$ cat config.mk
export PLATFORM = sky130hd
export DESIGN_NAME = raster_timing_gen
export DESIGN_NICKNAME = d
export VERILOG_FILES = /design/src/rtl/rtg_pkg.sv /design/src/rtl/rtg_regfile.sv /design/src/rtl/rtg_counters.sv /design/src/rtl/rtg_sync_gen.sv /design/src/rtl/rtg_irq.sv /design/src/rtl/raster_timing_gen.sv
export SDC_FILE = /design/constraint.sdc
export NUM_CORES = 1
export LEC_CHECK = 0
export BUFFER_PORTS_ARGS = -buffer_cell sky130_fd_sc_hd__buf_2
export CAP_MARGIN = 20
export CORE_UTILIZATION = 30
export CTS_CLUSTER_DIAMETER = 30
export DETAILED_ROUTE_END_ITERATION = 6
export GPL_ROUTABILITY_DRIVEN = 0
export GPL_TIMING_DRIVEN = 0
export HOLD_SLACK_MARGIN = 0.15
export PLACE_DENSITY = 0.43
export SLEW_MARGIN = 10
export SYNTH_ARGS = -nofsm -noshare
export SYNTH_HDL_FRONTEND = slang
export SYNTH_SLANG_ARGS = --single-unit
$ cat constraint.sdc
create_clock -name clk -period 3 [get_ports clk]
set_clock_uncertainty 0.05 [all_clocks]
set_input_delay 0.3 -clock clk [delete_from_list [all_inputs] [get_ports clk]]
set_output_delay 0.3 -clock clk [all_outputs]
set_load 0.005 [all_outputs]
$ cat src/rtl/rtg_pkg.sv
package rtg_pkg;
  localparam int BYTE_W = 8;

  // register slots within the upper half of the offset space
  localparam logic [3:0] IDX_CTRL  = 4'h0;
  localparam logic [3:0] IDX_STAT  = 4'h1;
  localparam logic [3:0] IDX_HB_S  = 4'h4;
  localparam logic [3:0] IDX_HB_E  = 4'h5;
  localparam logic [3:0] IDX_HS_S  = 4'h6;
  localparam logic [3:0] IDX_HS_E  = 4'h7;
  localparam logic [3:0] IDX_CS_E  = 4'h8;
  localparam logic [3:0] IDX_VB_SH = 4'h9;
  localparam logic [3:0] IDX_VB_SL = 4'hA;
  localparam logic [3:0] IDX_VB_E  = 4'hB;
  localparam logic [3:0] IDX_VS_S  = 4'hC;
  localparam logic [3:0] IDX_VS_E  = 4'hD;

  // control byte bit positions
  localparam int CB_IEN = 7;
  localparam int CB_VEN = 6;
  localparam int CB_TEN = 5;

  typedef struct packed {
    logic [BYTE_W-1:0]   hb_start;
    logic [BYTE_W-1:0]   hb_end;
    logic [BYTE_W-1:0]   hs_start;
    logic [BYTE_W-1:0]   hs_end;
    logic [BYTE_W-1:0]   cs_end;
    logic [2*BYTE_W-1:0] vb_start;
    logic [BYTE_W-1:0]   vb_end;
    logic [BYTE_W-1:0]   vs_start;
    logic [BYTE_W-1:0]   vs_end;
  } timing_cfg_t;
endpackage

$ cat src/rtl/rtg_regfile.sv
module rtg_regfile
  import rtg_pkg::*;
#(
  parameter int AW   = 5,
  parameter int DW   = BYTE_W,
  parameter int NREG = 16
) (
  input  logic          clk,
  input  logic          rst,
  input  logic          wr,
  input  logic [AW-1:0] addr,
  input  logic [DW-1:0] wdata,
  output logic [DW-1:0] rdata,
  input  logic [3:0]    mon_id,
  input  logic [2:0]    mon_res,
  input  logic          pend,
  output logic          ien,
  output logic          ven,
  output logic          ten,
  output timing_cfg_t   cfg,
  output logic          clr_req
);
  localparam int IW = $clog2(NREG);

  logic [DW-1:0] regs [NREG];
  logic [DW-2:0] status_q;
  logic          win;
  logic [IW-1:0] idx;

  assign win = addr[AW-1];
  assign idx = addr[IW-1:0];

  always_ff @(posedge clk) begin
    if (rst) begin
      for (int i = 0; i < NREG; i++) regs[i] <= '0;
    end else if (wr && win && idx != IDX_STAT) begin
      regs[idx] <= wdata;
    end
  end

  always_ff @(posedge clk) begin
    if (rst) status_q <= '0;
    else     status_q <= {mon_res, mon_id};
  end

  always_ff @(posedge clk) begin
    if (rst)                  rdata <= '0;
    else if (!win)            rdata <= '0;
    else if (idx == IDX_STAT) rdata <= {pend, status_q};
    else                      rdata <= regs[idx];
  end

  assign ien = regs[IDX_CTRL][CB_IEN];
  assign ven = regs[IDX_CTRL][CB_VEN];
  assign ten = regs[IDX_CTRL][CB_TEN];

  assign clr_req = wr && win && (idx == IDX_CTRL) && !wdata[CB_IEN];

  assign cfg.hb_start = regs[IDX_HB_S];
  assign cfg.hb_end   = regs[IDX_HB_E];
  assign cfg.hs_start = regs[IDX_HS_S];
  assign cfg.hs_end   = regs[IDX_HS_E];
  assign cfg.cs_end   = regs[IDX_CS_E];
  assign cfg.vb_start = {regs[IDX_VB_SH], regs[IDX_VB_SL]};
  assign cfg.vb_end   = regs[IDX_VB_E];
  assign cfg.vs_start = regs[IDX_VS_S];
  assign cfg.vs_end   = regs[IDX_VS_E];


  stat_pins_chk: assert property (@(posedge clk) disable iff (rst)
    (win && idx == IDX_STAT) |=> rdata[DW-2:0] == $past(status_q));
endmodule

$ cat src/rtl/rtg_counters.sv
module rtg_counters #(
  parameter int HW = 8,
  parameter int VW = 16
) (
  input  logic          clk,
  input  logic          rst,
  input  logic          ten,
  input  logic          ce,
  input  logic [HW-1:0] h_per,
  input  logic [VW-1:0] v_per,
  output logic [HW-1:0] h_cnt,
  output logic [VW-1:0] v_cnt
);
  logic [HW:0] h_inc;
  logic [VW:0] v_inc;
  logic        h_last;
  logic        v_last;

  assign h_inc  = {1'b0, h_cnt} + (HW+1)'(1);
  assign v_inc  = {1'b0, v_cnt} + (VW+1)'(1);
  assign h_last = h_inc >= {1'b0, h_per};
  assign v_last = v_inc >= {1'b0, v_per};

  always_ff @(posedge clk) begin
    if (rst || !ten) begin
      h_cnt <= '0;
      v_cnt <= '0;
    end else if (ce) begin
      if (h_last) begin
        h_cnt <= '0;
        v_cnt <= v_last ? '0 : v_inc[VW-1:0];
      end else begin
        h_cnt <= h_inc[HW-1:0];
      end
    end
  end


  cnt_hold_chk: assert property (@(posedge clk) disable iff (rst)
    (ten && !ce) |=> ($stable(h_cnt) && $stable(v_cnt)));


  cnt_idle_chk: assert property (@(posedge clk) disable iff (rst)
    !ten |=> (h_cnt == '0 && v_cnt == '0));
endmodule

$ cat src/rtl/rtg_sync_gen.sv
module rtg_sync_gen #(
  parameter int HW = 8,
  parameter int VW = 16,
  parameter int EW = 8
) (
  input  logic          clk,
  input  logic          rst,
  input  logic          ten,
  input  logic          ven,
  input  logic [HW-1:0] h_cnt,
  input  logic [VW-1:0] v_cnt,
  input  logic [EW-1:0] hb_end,
  input  logic [EW-1:0] hs_start,
  input  logic [EW-1:0] hs_end,
  input  logic [EW-1:0] cs_end,
  input  logic [EW-1:0] vb_end,
  input  logic [EW-1:0] vs_start,
  input  logic [EW-1:0] vs_end,
  output logic          hsync_n,
  output logic          vsync_n,
  output logic          csync_n,
  output logic          blank,
  output logic          vb_rise
);
  logic in_hb, in_vb, in_hs, in_vs, in_cs, wide_cs;
  logic vb_now, vb_q;

  assign in_hb   = h_cnt < HW'(hb_end);
  assign in_vb   = v_cnt < VW'(vb_end);
  assign in_hs   = (h_cnt >= HW'(hs_start)) && (h_cnt < HW'(hs_end));
  assign in_vs   = (v_cnt >= VW'(vs_start)) && (v_cnt < VW'(vs_end));
  assign wide_cs = (h_cnt >= HW'(hs_start)) && (h_cnt < HW'(cs_end));
  assign in_cs   = in_vs ? wide_cs : in_hs;

  assign vb_now  = ten && in_vb;
  assign vb_rise = vb_now && !vb_q;

  always_ff @(posedge clk) begin
    if (rst) begin
      hsync_n <= 1'b1;
      vsync_n <= 1'b1;
      csync_n <= 1'b1;
      blank   <= 1'b1;
      vb_q    <= 1'b0;
    end else begin
      hsync_n <= !(ten && in_hs);
      vsync_n <= !(ten && in_vs);
      csync_n <= !(ten && in_cs);
      blank   <= !ten || !ven || in_hb || in_vb;
      vb_q    <= vb_now;
    end
  end


  blank_hold_chk: assert property (@(posedge clk) disable iff (rst)
    !ven |=> blank);


  sync_idle_chk: assert property (@(posedge clk) disable iff (rst)
    !ten |=> (hsync_n && vsync_n && csync_n && blank));
endmodule

$ cat src/rtl/rtg_irq.sv
module rtg_irq (
  input  logic clk,
  input  logic rst,
  input  logic vb_rise,
  input  logic clr_req,
  input  logic ien,
  output logic pending,
  output logic irq
);
  always_ff @(posedge clk) begin
    if (rst)          pending <= 1'b0;
    else if (vb_rise) pending <= 1'b1;
    else if (clr_req) pending <= 1'b0;
  end

  always_ff @(posedge clk) begin
    if (rst) irq <= 1'b0;
    else     irq <= pending && ien;
  end


  pend_set_chk: assert property (@(posedge clk) disable iff (rst)
    vb_rise |=> pending);


  pend_clr_chk: assert property (@(posedge clk) disable iff (rst)
    (clr_req && !vb_rise) |=> !pending);


  irq_mask_chk: assert property (@(posedge clk) disable iff (rst)
    !ien |=> !irq);
endmodule

$ cat src/rtl/raster_timing_gen.sv
module raster_timing_gen
  import rtg_pkg::*;
#(
  parameter int AW = 5,
  parameter int DW = BYTE_W,
  parameter int HW = BYTE_W,
  parameter int VW = 2*BYTE_W
) (
  input  logic          clk,
  input  logic          rst,
  input  logic          char_ce,
  input  logic          bus_wr,
  input  logic [AW-1:0] bus_addr,
  input  logic [DW-1:0] bus_wdata,
  output logic [DW-1:0] bus_rdata,
  input  logic [3:0]    mon_id,
  input  logic [2:0]    mon_res,
  output logic          hsync_n,
  output logic          vsync_n,
  output logic          csync_n,
  output logic          blank,
  output logic          irq
);
  timing_cfg_t   cfg;
  logic          ien, ven, ten, clr_req, pending, vb_rise;
  logic [HW-1:0] h_cnt;
  logic [VW-1:0] v_cnt;

  rtg_regfile #(.AW(AW), .DW(DW)) u_regs (
    .clk(clk), .rst(rst), .wr(bus_wr), .addr(bus_addr), .wdata(bus_wdata),
    .rdata(bus_rdata), .mon_id(mon_id), .mon_res(mon_res), .pend(pending),
    .ien(ien), .ven(ven), .ten(ten), .cfg(cfg), .clr_req(clr_req)
  );

  rtg_counters #(.HW(HW), .VW(VW)) u_cnt (
    .clk(clk), .rst(rst), .ten(ten), .ce(char_ce),
    .h_per(HW'(cfg.hb_start)), .v_per(VW'(cfg.vb_start)),
    .h_cnt(h_cnt), .v_cnt(v_cnt)
  );

  rtg_sync_gen #(.HW(HW), .VW(VW), .EW(BYTE_W)) u_sync (
    .clk(clk), .rst(rst), .ten(ten), .ven(ven),
    .h_cnt(h_cnt), .v_cnt(v_cnt),
    .hb_end(cfg.hb_end), .hs_start(cfg.hs_start), .hs_end(cfg.hs_end),
    .cs_end(cfg.cs_end), .vb_end(cfg.vb_end), .vs_start(cfg.vs_start),
    .vs_end(cfg.vs_end),
    .hsync_n(hsync_n), .vsync_n(vsync_n), .csync_n(csync_n),
    .blank(blank), .vb_rise(vb_rise)
  );

  rtg_irq u_irq (
    .clk(clk), .rst(rst), .vb_rise(vb_rise), .clr_req(clr_req),
    .ien(ien), .pending(pending), .irq(irq)
  );
endmodule

Yosys cells after proc, flatten, opt, wreduce, memory -nomap -nowiden
Memories as Yosys holds them, arrays and structs flattened.
Index checks and enable logic that the tools add are counted.
Operators by class
  $lt $le $gt $ge: 9
  equal/unequal tests: 2
  reductions and logical operators: 29
  bitwise gates (word level): 1
  mux-type cells: 14
  $add $sub $neg: 2
Operators by type and width (number)
  16-bit by 8-bit less-than comparator with 1-bit output: 2
  8-bit less-than comparator: 3
  8-bit 2-to-1 mux: 3
  16-bit by 1-bit adder with 17-bit output (second input constant): 1
  17-bit by 16-bit >= comparator with 1-bit output: 1
  16-bit by 8-bit >= comparator with 1-bit output: 1
  16-bit 2-to-1 mux: 1
  1-bit logical AND: 13
  8-bit by 1-bit adder with 9-bit output (second input constant): 1
  9-bit by 8-bit >= comparator with 1-bit output: 1
  1-bit 2-to-1 mux: 9
  8-bit >= comparator: 1
  8-bit OR reduction: 1
  1-bit logical NOT: 7
  4-bit by 1-bit == test with 1-bit output (second input constant): 1
  4-bit logical NOT: 1
  1-bit logical OR: 4
  4-bit 2-to-1 mux: 1
  4-bit by 1-bit inequality test with 1-bit output (second input constant): 1
  2-bit AND reduction: 1
  2-bit nonzero test: 1
  2-bit OR reduction: 1
  1-bit NOT: 1
Word-level totals
  flip-flop bits (word level): 46
  logic and storage cells: 69
  memories kept: 1
  bits in writable memories: 128
  input bits: 24
  output and inout bits: 13
Memory list
  u_regs.regs: depth 16, width 8, rd ports 12, clocked after memory_dff 0, write ports 16, RTL line rtg_regfile.sv:25  | logic [DW-1:0] regs [NREG];

Longest topological paths before layout
  word-level depth: 7
  mapped depth: 14
  gate-level depth less buffers: 12

Modules after synthesis
Synthesis repeated with hierarchy kept, for this count alone.
Unflattened totals
  cells, all modules: 909
  area, all modules: 9704.3 um^2
By module, submodules not included
  rtg_regfile: cells an instance 458, seq. area each 3903.7 um^2, area each 6168.4 um^2, times used 1
  rtg_counters: cells an instance 249, seq. area each 480.5 um^2, area each 2028.2 um^2, times used 1
  rtg_sync_gen: cells an instance 196, seq. area each 100.1 um^2, area each 1440.1 um^2, times used 1
  rtg_irq: cells an instance 6, seq. area each 40.0 um^2, area each 67.6 um^2, times used 1

Worst setup path after synthesis
Ideal clock, no wire load.
  path kind: register to register
  start point: register u_cnt.v_cnt[0]
  end point: register u_cnt.v_cnt[12]
  stages on the path, launching flop included: 15
  path buffers: 2
  period minus slack after synthesis: 3.292 ns
  required time: 2.871 ns
  arrival: 3.163 ns
  library setup time: 0.079 ns
  setup slack: -0.292 ns
  cell sequence: dfxtp_1 -> ha_1 -> nand3_2 -> nand2b_1 -> buf_6 -> or3_1 -> nand2_1 -> ha_1 -> a21oi_1 -> o21ai_0 -> a221oi_1 -> nand3_1 -> clkbuf_1 -> or2_2 -> o211ai_1
Between the ends
  longest elaborated chain between the ends: 3
Ends and longest elaborated chain
  start, declared: RTL line rtg_counters.sv:12  | output logic [VW-1:0] v_cnt
  start signal, assigned: RTL line rtg_counters.sv:31  | v_cnt <= v_last ? '0 : v_inc[VW-1:0];
  16-bit by 1-bit adder with 17-bit output *: RTL line rtg_counters.sv:20  | assign v_inc = {1'b0, v_cnt} + (VW+1)'(1);
  17-bit by 16-bit >= comparator with 1-bit output: RTL line rtg_counters.sv:22  | assign v_last = v_inc >= {1'b0, v_per};
  16-bit 2-to-1 mux *: RTL line rtg_counters.sv:31
Every way passes the cells marked *; elsewhere a longest branch is shown, timed or not.
A chain may end at the register's enable or synchronous reset.

Final worst setup path
  start point: register u_cnt.v_cnt[8]
  end point: register u_cnt.v_cnt[8]
The elaborated chain is that of the path after synthesis.

==> results.yml <==
setup_path:
  worstPathCellList: "buf_6, nand4_4, or3_4, or3_4, nand2_4, ha_4, a21oi_4, o41ai_4, a221oi_4, nand3_2, or4_1, a21oi_1"
  timing.setup.critical_path_class: "flip-flop to flip-flop"
  timing.critical_path.required_ps: 3310
  end_kind: "flip-flop"
  critical_path.most_common_cell: "sky130_fd_sc_hd__or3_4"
  cp_max_fo: 4
  critical-path-slowest-cell: "sky130_fd_sc_hd__or4_1"
  max_stage_delay_on_crit_path_ps: 510
  worst_ep_arrival_time_ps: 3470
  cp-start-kind: "flip-flop"
status:
  violations: "negative setup slack"
  result_of_the_run: "finished, violations left"
sta:
  timing.slew.headroom_pct: 29.3
  grt_setup_unrepaired: "true"
  final.min_clock_period_ps: 3150
  setup_viol_count_final: 16
  fin_ws_ps: -153
  worst_slew_pin_slew_ps: 1050
  achievable_frequency_mhz: 317
  hold_viol: 0
  final_max_slew_viol_count: 0
  finalCritPeriodShare_pct: 105
yosys:
  synth_area_per_cell_um2: 11.3
  syn-instance-count: 869
  netlist_area_um2: 9850
  count_of_flip_flops_with_a_built_in_enable_after_synthesis: 128
  yosys.area.top_type_share_pct: 39.0
  synthArstFlopShare_pct: 0
  part_of_the_yosys_area_used_for_sequential_elements_pct: 48.4
  ys.flop_type: "sky130_fd_sc_hd__edfxtp_1"
  yosys_warnings: 0
  yosysUniqueCellTypes: 56
  synth_most_common_cell: "sky130_fd_sc_hd__edfxtp_1"
  netlist.top_cell.by_area: "sky130_fd_sc_hd__edfxtp_1"
  cell_types_with_the_largest_area_share_after_synthesis: "sky130_fd_sc_hd__edfxtp_1 39%, sky130_fd_sc_hd__ha_1 9.8%, sky130_fd_sc_hd__dfxtp_1 9.3%"
  commonest_cells_in_the_netlist: "128 x sky130_fd_sc_hd__edfxtp_1, 122 x sky130_fd_sc_hd__and2_1, 83 x sky130_fd_sc_hd__inv_1"
  synth-seq-cells: 174
layout:
  flow.area_growth_from_synthesis_pct: 23.7
  num-nets-final: 1092
  post_route_cells_drive_above_1_share_pct: 25.3
  finish.cell_count_without_fillers: 1440
route:
  vias: 6968
  vias_per_cell: 4.84
  drcViolationCount: 0
  drt_pass1_iterations: 4
  drt-wirelength-per-cell_um: 21.2
  first_iter_violations: 314
  wl_um: 30500
  remaining_antenna_violation_count: 0
global_route:
  grt_antenna_before_repair: 1
  grt_start_max_net_pins: 18
  via_count_of_the_first_global_routing_pass: 7180
  grt-ovfl-total: 0
  grt_first_pass_wirelength_um: 46000
  groute.usage.overall_pct: 19.0
clock_tree:
  clk_pin_slew_ps: 80
  cts.root.buffer_cell: "sky130_fd_sc_hd__clkbuf_16"
  cts_max_path_buffers: 2
  worstSkewPairLatency_ps: 450
  cts_sinks: 174
  tritoncts_clock_tree: "yes"
  cts-buffers-inserted: 17
  htree_levels: 4
die:
  floorplan.rows: 65
  initial_utilization_pct: 30.8
  die_ht_um: 183
  top_level_ports: 37
  dieWidth_um: 183
  fp.dieArea_um2: 33600
  coreArea_um2: 32000
place:
  dpl.cell_count: 1348
  hpwlAfterDp_um: 21800
  preCtsSetupSlack_ps: -954
  buffer_ports.inserted: 35
pwr:
  static-leakage-power_nw: 5.10
  ir_worst_vdd_uv: 452
  power_density_nw_per_um2: 454
min_path:
  worst_hold_path_type: "primary input to flip-flop"
run:
  cap_viol_max_count: 0
[metal layers]
layer | GRT usage, % | vias up | routed length, um
met1 | 26.4 | 3468 | 14700
met4 | 4.33 | 0 | 299
li1 | - | 3384 | -
met3 | 2.32 | 19 | 834
met2 | 31.5 | 97 | 14700
met5 | 0 | - | 0
[kinds of logic (layout without fill, tap and decap cells)]
group,count (synthesis),after routing,share of synthesized area [%]
AO/OA/AOI/OAI,123,123,8.05
XOR/XNOR,16,16,1.42
adder cells (fa/ha/maj),77,77,9.78
buffers and inverters,117,243,4.79
flip-flops,174,174,48.4
multiplexers,41,41,9.26
other,1,9,0.0381
AND/OR/NAND/NOR,320,322,18.3
[registers in the layout, indices dropped and copies added, names as in the netlist]
signal,count
u_cnt.v_cnt,16
u_sync.blank,1
u_sync.vb_q,1
u_cnt.h_cnt,8
u_regs.rdata,8
u_sync.vsync_n,1
u_sync.hsync_n,1
u_regs.regs,128
u_sync.csync_n,1
u_regs.status_q,7
u_irq.irq,1
u_irq.pending,1
[final cells by class]
| cell class | instances | area [um^2] |
|---|---|---|
| Multi-Input combinational cell | 587 | 5060 |
| Timing Repair Buffer | 96 | 681 |
| Clock buffer | 17 | 425 |
| Inverter | 83 | 312 |
| Fill cell | 3148 | 19800 |
| Tap cell | 435 | 544 |
| Clock inverter | 15 | 155 |
| Sequential cell | 174 | 4830 |
| Antenna cell | 1 | 2.50 |
| Buffer | 32 | 178 |
[per-stage QoR]
| step | setup TNS [ps] | utilization [%] | power [W] | hold WS (ps) | area (um^2) |
|---|---|---|---|---|---|
| after CTS | -1780 | 37.2 | 0.00558 | 152 | 11900 |
| final | -1380 | 38.1 | 0.00553 | 196 | 12200 |
| after global placement | -33900 | 33.4 | 0.00330 | 375 | 10700 |
| after floorplan | 0 | - | 0.00308 | 322 | 9950 |
| after detailed placement | -20090 | 33.4 | 0.00331 | 370 | 10700 |
| after global routing | -3370 | 38.1 | 0.00572 | 179 | 12200 |
[worst max-delay path, delay by kind of cell, from the launching register on]
kind,cells,cell delay (ps)
adders and majority gates,1,210
buffers and inverters,1,100
DFF,1,320
and+or+nand+nor,6,1660
AOI/OAI and AO/OA,4,750
[path summary, 6_finish.rpt]
kind	slack, ps	from	to	cells after the start
worst max-delay path	-150	u_cnt.v_cnt[8]	u_cnt.v_cnt[8]	12
worst min-delay path	200	bus_wdata[6]	u_regs.regs[12][6]	2
worst max register to register	-150	u_cnt.v_cnt[8]	u_cnt.v_cnt[8]	12
worst min register to register	390	u_regs.status_q[2]	u_regs.rdata[2]	2
[cells in the final DEF, fill, tap and decap left out, types with 6 or more instances in the layout]
master,netlist,routed
sky130_fd_sc_hd__edfxtp_1,128,128
sky130_fd_sc_hd__and2_1,122,122
sky130_fd_sc_hd__inv_1,83,83
sky130_fd_sc_hd__ha_1,77,71
sky130_fd_sc_hd__nand2_1,51,45
sky130_fd_sc_hd__buf_2,8,45
sky130_fd_sc_hd__buf_4,0,43
sky130_fd_sc_hd__mux4_2,40,40
sky130_fd_sc_hd__nor2_1,35,33
sky130_fd_sc_hd__a21oi_1,34,30
sky130_fd_sc_hd__dfxtp_1,46,28
sky130_fd_sc_hd__a21o_1,18,18
sky130_fd_sc_hd__clkbuf_16,0,18
sky130_fd_sc_hd__nand3_1,22,17
sky130_fd_sc_hd__dfxtp_4,0,16
sky130_fd_sc_hd__clkbuf_1,17,14
sky130_fd_sc_hd__nand2b_1,14,13
sky130_fd_sc_hd__o21ai_1,0,12
sky130_fd_sc_hd__o21ai_0,27,11
sky130_fd_sc_hd__nand4_1,10,10
sky130_fd_sc_hd__nor2b_1,10,10
sky130_fd_sc_hd__xnor2_1,11,9
sky130_fd_sc_hd__dlygate4sd3_1,0,9
sky130_fd_sc_hd__nor3_1,10,8
sky130_fd_sc_hd__conb_1,1,8
sky130_fd_sc_hd__and3_4,0,6
sky130_fd_sc_hd__buf_1,6,6
sky130_fd_sc_hd__o211ai_1,6,6
sky130_fd_sc_hd__or4_1,6,6
sky130_fd_sc_hd__ha_4,0,6
[report_power, final]
part	total (W)	leakage [nW]	internal, W	switching, W
Combinational	0.000519	3.21	0.000216	0.000303
Clock	0.00227	0.283	0.00118	0.00109
Sequential	0.00275	1.61	0.00268	0.0000686
Total	0.00553	5.10	0.00407	0.00146
[timing repair]
| action | 4_1_cts | 5_1_grt |
|---|---|---|
| gates resized for setup | 84 | 30 |
| endpoints found under the hold margin | 7 | 1 |
| buffers inserted | 31 | 14 |
| pin swaps | 29 | 17 |
| hold buffers | 8 | 1 |
| setup endpoints to repair | 24 | 21 |
| cloned | 3 | 2 |
(Power assumes the default switching activity.)
